**src/rtl/wdt_pkg.sv**
```systemverilog
package wdt_pkg;
  // Strobes from the sequencer to the register/counter datapath
  typedef struct packed {
    logic clrCnt;   // zero the interval counter
    logic clrEn;    // drop the enable bit
    logic setFlag;  // record a timeout-caused reset
  } wdtStrobe_t;
endpackage

```
**src/rtl/wdt_dpath.sv**
```systemverilog
module wdt_dpath
  import wdt_pkg::*;
#(
  parameter int BASE_EXP = 15,
  parameter int STEP_EXP = 3,
  parameter int SEL_W    = 2
) (
  input  logic             clk,
  input  logic             porN,
  input  wdtStrobe_t       strb,
  input  logic             blocked,
  input  logic             enWr,
  input  logic             enData,
  input  logic             restartWr,
  input  logic             tselWr,
  input  logic [SEL_W-1:0] tselData,
  input  logic             flagWr,
  input  logic             flagData,
  output logic             expire,
  output logic             wdEn,
  output logic             wdFlag,
  output logic [SEL_W-1:0] tselQ
);
  localparam int NSEL  = 2 ** SEL_W;
  localparam int CNT_W = BASE_EXP + STEP_EXP * (NSEL - 1) + 1;

  logic [CNT_W-1:0] cnt;
  logic [CNT_W-1:0] limM1 [NSEL];

  for (genvar g = 0; g < NSEL; g++) begin : g_lim
    assign limM1[g] = (CNT_W'(1) << (BASE_EXP + STEP_EXP * g)) - CNT_W'(1);
  end

  assign expire = wdEn && (cnt == limM1[tselQ]);

  always_ff @(posedge clk or negedge porN) begin
    if (!porN) begin
      cnt <= '0;
    end else if (strb.clrCnt || !wdEn || (restartWr && !blocked)) begin
      cnt <= '0;
    end else begin
      cnt <= cnt + CNT_W'(1);
    end
  end

  always_ff @(posedge clk or negedge porN) begin
    if (!porN) begin
      wdEn <= 1'b0;
    end else if (strb.clrEn) begin
      wdEn <= 1'b0;
    end else if (enWr && !blocked) begin
      wdEn <= enData;
    end
  end

  always_ff @(posedge clk or negedge porN) begin
    if (!porN) begin
      tselQ <= '0;
    end else if (tselWr && !blocked) begin
      tselQ <= tselData;
    end
  end

  always_ff @(posedge clk or negedge porN) begin
    if (!porN) begin
      wdFlag <= 1'b0;
    end else if (strb.setFlag) begin
      wdFlag <= 1'b1;
    end else if (flagWr && !flagData && !blocked) begin
      wdFlag <= 1'b0;
    end
  end
endmodule

```
**src/rtl/wdt_ctrl.sv**
```systemverilog
module wdt_ctrl
  import wdt_pkg::*;
#(
  parameter int HOLD_CYC = 4
) (
  input  logic       clk,
  input  logic       porN,
  input  logic       expire,
  input  logic       restartWr,
  input  logic       swRstReq,
  output wdtStrobe_t strb,
  output logic       sysRst
);
  localparam int HC_W = $clog2(HOLD_CYC + 1);

  logic [HC_W-1:0] holdCnt;
  logic            busy;
  logic            wdTrig;
  logic            swTrig;

  assign busy   = (holdCnt != '0);
  assign wdTrig = !busy && expire && !restartWr;
  assign swTrig = !busy && swRstReq;

  always_comb begin
    strb.clrCnt  = wdTrig || swTrig || busy;
    strb.clrEn   = wdTrig || swTrig || busy;
    strb.setFlag = wdTrig;
  end

  always_ff @(posedge clk or negedge porN) begin
    if (!porN) begin
      holdCnt <= '0;
    end else if (wdTrig || swTrig) begin
      holdCnt <= HC_W'(HOLD_CYC);
    end else if (busy) begin
      holdCnt <= holdCnt - HC_W'(1);
    end
  end

  assign sysRst = busy;
endmodule

```
**src/rtl/wdtResetGen.sv**
```systemverilog
module wdtResetGen
  import wdt_pkg::*;
#(
  parameter int              BASE_EXP  = 15,
  parameter int              STEP_EXP  = 3,
  parameter int              SEL_W     = 2,
  parameter int              HOLD_CYC  = 4,
  parameter int              VEC_W     = 16,
  parameter logic [VEC_W-1:0] RESET_VEC = 16'h8000
) (
  input  logic             clk,
  input  logic             porN,
  input  logic             enWr,
  input  logic             enData,
  input  logic             restartWr,
  input  logic             tselWr,
  input  logic [SEL_W-1:0] tselData,
  input  logic             flagWr,
  input  logic             flagData,
  input  logic             swRstReq,
  output logic             sysRst,
  output logic [VEC_W-1:0] resetVec,
  output logic             wdEn,
  output logic             wdFlag,
  output logic [SEL_W-1:0] tselQ
);
  wdtStrobe_t strb;
  logic       expire;

  wdt_ctrl #(.HOLD_CYC(HOLD_CYC)) u_ctrl (
    .clk       (clk),
    .porN      (porN),
    .expire    (expire),
    .restartWr (restartWr),
    .swRstReq  (swRstReq),
    .strb      (strb),
    .sysRst    (sysRst)
  );

  wdt_dpath #(.BASE_EXP(BASE_EXP), .STEP_EXP(STEP_EXP), .SEL_W(SEL_W)) u_dpath (
    .clk       (clk),
    .porN      (porN),
    .strb      (strb),
    .blocked   (sysRst),
    .enWr      (enWr),
    .enData    (enData),
    .restartWr (restartWr),
    .tselWr    (tselWr),
    .tselData  (tselData),
    .flagWr    (flagWr),
    .flagData  (flagData),
    .expire    (expire),
    .wdEn      (wdEn),
    .wdFlag    (wdFlag),
    .tselQ     (tselQ)
  );

  assign resetVec = RESET_VEC;
endmodule

```
**config.mk**
```make
export PLATFORM = sky130hd
export DESIGN_NAME = wdtResetGen
export DESIGN_NICKNAME = d
export VERILOG_FILES = /design/src/rtl/wdt_pkg.sv /design/src/rtl/wdt_dpath.sv /design/src/rtl/wdt_ctrl.sv /design/src/rtl/wdtResetGen.sv
export SDC_FILE = /design/constraint.sdc
export NUM_CORES = 1
export LEC_CHECK = 0
export BUFFER_PORTS_ARGS = -buffer_cell sky130_fd_sc_hd__buf_2
export CORE_UTILIZATION = 55
export DETAILED_ROUTE_END_ITERATION = 6
export PLACE_DENSITY_LB_ADDON = 0.05
export SYNTH_ARGS = -nofsm -noshare
export SYNTH_HDL_FRONTEND = slang
export SYNTH_SLANG_ARGS = --single-unit
```
**constraint.sdc**
```tcl
create_clock -name clk -period 2.6 [get_ports clk]
set_input_delay 0.52 -clock clk [delete_from_list [all_inputs] [get_ports clk]]
set_output_delay 0.52 -clock clk [all_outputs]
set_load 0.01 [all_outputs]
```
[After elaboration in Yosys (flattened, before gate mapping)]
Index checks and enable logic that the tools add are counted.
Word-level totals
  output and inout port bits: 21
  bits of input ports: 11
  register bits: 32
  word-level logic and storage cells: 41
Cells by class
  reduce and logical (&&, ||, !) cells: 21
  multiplexer cells: 10
  eq/ne operators: 1
  bitwise operators: 1
  $add $sub $neg: 2
  magnitude comparators: 1
Operators by type and width (count)
  25-bit 2-to-1 mux: 3
  25-bit binary-select mux with 2-bit select: 1
  25-bit by 1-bit adder with 25-bit output, second input constant: 1
  25-bit equality test: 1
  1-bit logical AND: 9
  3-bit 2-to-1 mux: 2
  2-bit nonzero test: 3
  1-bit zero test: 4
  1-bit logical OR: 4
  1-bit 2-to-1 mux: 4
  3-bit greater-or-equal comparator, second input constant: 1
  2-bit NOT with 3-bit output: 1
  3-bit nonzero test: 1
  3-bit by 1-bit subtractor with 3-bit output, second input constant: 1

[Longest topological paths before layout]
  depth in word-level cells: 13
  depth in mapped cells: 9
  mapped depth without buffers: 7

[Hierarchy]
From an unflattened synthesis, not the netlist that was laid out.
Second synthesis, totals
  cell total of the unflattened synthesis: 194
  area total of the unflattened synthesis: 1821.7 µm²
By module, submodules not included
  wdt_dpath: instances 1, cells each 154, area each 1481.4 µm², sequential area each 725.7 µm²
  wdt_ctrl: instances 1, cells each 22, area each 212.7 µm², sequential area each 75.1 µm²
  wdtResetGen: instances 1, cells each 18, area each 127.6 µm², sequential area each 0.0 µm²

[Least setup slack after synthesis]
No wires, ideal clock.
  path kind: reg2reg
  start point: register u_ctrl.holdCnt[0]
  end point: register u_dpath.cnt[15]
  required time: 2.466 ns
  data arrival time: 1.860 ns
  stages on the path, launching flop included: 10
  period minus slack after synthesis: 1.994 ns
  slack: 0.606 ns
  setup time: 0.134 ns
  path buffers: 2
  path through: dfrtp_1 > inv_1 > ha_1 > nor2b_1 > clkbuf_1 > nand3_1 > a2111o_1 > nor4_4 > buf_6 > nor3_1
On the way
  longest elaborated chain between the ends: 9
Ends and longest elaborated chain
  start: declaration: RTL line wdt_ctrl.sv:16  | logic [HC_W-1:0] holdCnt;
  start signal: assignment: RTL line wdt_ctrl.sv:35  | holdCnt <= HC_W'(HOLD_CYC);
  start signal: assignment: RTL line wdt_ctrl.sv:37  | holdCnt <= holdCnt - HC_W'(1);
  3-bit nonzero test *: RTL line wdt_ctrl.sv:21  | assign busy = (holdCnt != '0);
  1-bit zero test: RTL line wdt_dpath.sv:39, wdt_ctrl.sv:22, wdt_ctrl.sv:23
  1-bit logical AND (2 in series): RTL line wdt_ctrl.sv:22  | assign wdTrig = !busy && expire && !restartWr;
  1-bit logical OR (2 in series): RTL line wdt_ctrl.sv:26  | strb.clrCnt = wdTrig || swTrig || busy;
  1-bit logical OR: RTL line wdt_dpath.sv:39  | end else if (strb.clrCnt || !wdEn || (restartWr && !blocked)) begin
  1-bit logical OR *: RTL line wdt_dpath.sv:39
  25-bit 2-to-1 mux *: RTL line wdt_dpath.sv:39
  end signal: assignment: RTL line wdt_dpath.sv:42  | cnt <= cnt + CNT_W'(1);
  end: declaration: RTL line wdt_dpath.sv:27  | logic [CNT_W-1:0] cnt;
Every way passes the cells marked *; elsewhere a longest branch is shown, timed or not.
A chain may end at the register's enable or synchronous reset.

[Worst setup path in the final report]
  start point: register u_ctrl.holdCnt[0]
  end point: register u_dpath.cnt[3]
Same word-level chain as after synthesis.

==> metrics <==
Post-CTS Hold Buffers 0; Setup crit end u_dpath.cnt[3]; Routed WL 3255 um; area of the multi-input gates approximately 900 sq um; Post-DRT Antenna Nets 0; Logic pwr share a little under a quarter; Final min period between 2 and 2.5 ns; global-route wire length before repair 5602 um; clock-pin slew on the worst setup and hold paths 0.10 ns; reg2reg start u_ctrl.holdCnt[0]; worst r2r dst u_dpath.cnt[3]; Seq pwr share roughly 51%; PD cells 591.3 nW/um^2; largest net degree at the start of global routing 33; layout cells sized above 1 16.67%; fill cell count 270; Cell Area, Placed between 1500 and 2000 sq um; DR pass1 iterations 4; Routed wire per std cell 12.81 um; top cells by area, synth dfrtp_1 43%, xnor2_1 7.5%, buf_4 6.5%; worst slew pin tran ~0.71 ns; Die W 60.16 um; Layout area overhead 5.784%; CP max stage delay 0.44 ns; Resized Gates After CTS 0; CP max FO 8; Levels on crit path 8; post-CTS setup buffer count 0; H-tree levels 2; Slew HR roughly 53%; Slew Viols, Final 0; vias per cell 5.157; status finished clean; Max Cap Violations 0; CTS tree done; Final Skew 0.009524 ns; Max Clock Freq 465.1 MHz; cell class contributing the biggest share of worst-path delay simple AND/OR/NAND/NOR gates; Final Core Density a little over three fifths; final setup TNS 0 ns; die footprint roughly 3600 sq um; Post-Layout Inst Area approximately 2000 sq um; GRT Overall Usage 21.35%; fraction of registers with async set/reset 100.0%; Port Buf Inserts 15; crit path from u_ctrl.holdCnt[0]; CP endpoint kind register; HPWL after DPL 2324 um; final period utilization between 80% and 90%; Vias 1310; Seq/Total Area, Yosys 43.04%; flop2flop setup slack 0.45 ns; vias in the first global route 1254; final hold vios 0; crit path max-delay cell type nor4_4; grt ovf 0; Std-Cell Rows 20; Unique masters post-synth 37; Avg Inst Size Synth 9.640 sq um; sw power 0.3514 mW; warning count from the yosys run 0; register area 800.8 sq um; EDFF count, synth 0; Die Ht 60.16 um; Total Nets Final 224; Internal 0.8123 mW; n_diodes 0; Max clock buf depth 2; initial antenna violation count 0; Mapped Cells roughly 190; LEAKAGE 0.8216 nW; final setup fails 0; CTS buffer count 5; Peak VDD IR roughly 250 uV; worst-skew pair later-pin latency approximately 0.32 ns; Starting Density approximately three fifths; WS Path Type reg -> reg; top-area cell type share of the netlist area 43.04%; clock power share between 20% and 30%; clock tree sinks 32; critical path data required time 2.80 ns; CP Data Arrival Time 2.35 ns; drt initial violations 63; drt drc 0; # IOs 32; RePlAce Congestion 0.8226; Synth area leader dfrtp_1; Switching Share 30.19%; class of the worst hold path in -> async; Synth Cell Area 1861 sq um; CP Buf/Inv Count 2; clock root buffer clkbuf_4; r2r worst-path depth 8; crit path cell chain inv_1, ha_1, nor2b_1, nand3_1, a2111o_1, nor4_4, buf_4, nor3_1; Worst Setup Start Kind register; Yosys reg bits 32; prevailing post-synth register cell dfrtp_1; Core ar. 3128 sq um; RSZ-0062 raised after global routing false
[synthesized netlist by cell type, drive strengths merged (2+ instances only)]
| library cell | number |
|---|---|
| conb | 2 |
| nand4 | 5 |
| xor2 | 7 |
| ha | 3 |
| nor4 | 6 |
| nor3 | 22 |
| buf | 20 |
| nand2 | 10 |
| a211oi | 2 |
| dfrtp | 32 |
| clkbuf | 3 |
| nor2b | 3 |
| or3 | 2 |
| and4 | 2 |
| a21oi | 3 |
| nor2 | 21 |
| nand3 | 10 |
| inv | 11 |
| xnor2 | 16 |
| mux2 | 2 |
[power by group through the flow]
stage | clock, mW | combinational [mW] | sequential [mW]
finish | 0.311 | 0.264 | 0.589
global route | 0.338 | 0.313 | 0.597
CTS | 0.322 | 0.266 | 0.589
detailed placement | 0 | 0.264 | 0.600
global placement | 0 | 0.255 | 0.597
floorplan | 0 | 0.229 | 0.588
[placed cells by master, fill, tap and decap left out, drive strengths merged, types with 3 or more instances in the layout]
cell type	n
nor4	6
nand2	10
nand4	5
nand3	10
clkbuf	7
nor2b	3
dfrtp	32
xnor2	16
nor2	21
inv	11
buf	19
a21oi	3
xor2	7
nor3	22
ha	3
conb	16
[registers in the layout (all words and copies together), names as in the netlist]
name,flops
u_dpath.wdEn,1
u_dpath.wdFlag,1
u_ctrl.holdCnt,3
u_dpath.cnt,25
u_dpath.tselQ,2
[layer usage]
metal | part of all wire (%) | vias to the layer above | wire length [um] | GRT usage (%)
met5 | 0 | - | 0 | 0
li1 | - | 658 | - | -
met3 | 4.4 | 7 | 144 | 6.061
met4 | 1.4 | 0 | 45 | 8.306
met2 | 48 | 37 | 1552 | 35.16
met1 | 46 | 608 | 1513 | 26.24
[logic make-up after synthesis]
kind of cell | share of synthesized area (%)
xor+xnor | 10.83
mux | 1.748
simple gates | 26.36
compound gates | 4.237
flops | 43.04
other cells | 0.4036
fa+ha+maj | 2.018
buf+inv | 11.37
[worst min-delay path by stage]
stage               slack (ns)  cells past startpoint      startpoint           endpoint
floorplan                 0.22                      0            porN  u_ctrl.holdCnt[0]
global placement          0.46                      1  u_dpath.wdFlag     u_dpath.wdFlag
detailed placement        0.46                      1  u_dpath.wdFlag     u_dpath.wdFlag
CTS                       0.25                      1            porN  u_ctrl.holdCnt[2]
global route              0.27                      1            porN  u_ctrl.holdCnt[2]
finish                    0.23                      1            porN   u_dpath.tselQ[0]
[area by class of cell]
class	instances	area share (%)
flip-flops and latches	32	40.69
well taps	44	2.797
clock buffers	7	3.306
repair buffers	19	5.340
multi-input cells	141	45.77
inverters	11	2.098
[metrics by stage]
stage,power (mW),hold WS (ns),setup slack [ns],instances
2_1_floorplan,0.8167,0.2244,0.6058,207
5_1_grt,1.249,0.2740,0.2262,254
3_5_place_dp,0.8640,0.4632,0.4513,247
6_report,1.164,0.2311,0.4499,254
3_3_place_gp,0.8522,0.4554,0.5082,247
4_1_cts,1.177,0.2527,0.4325,254
(Power assumes the default switching activity.)
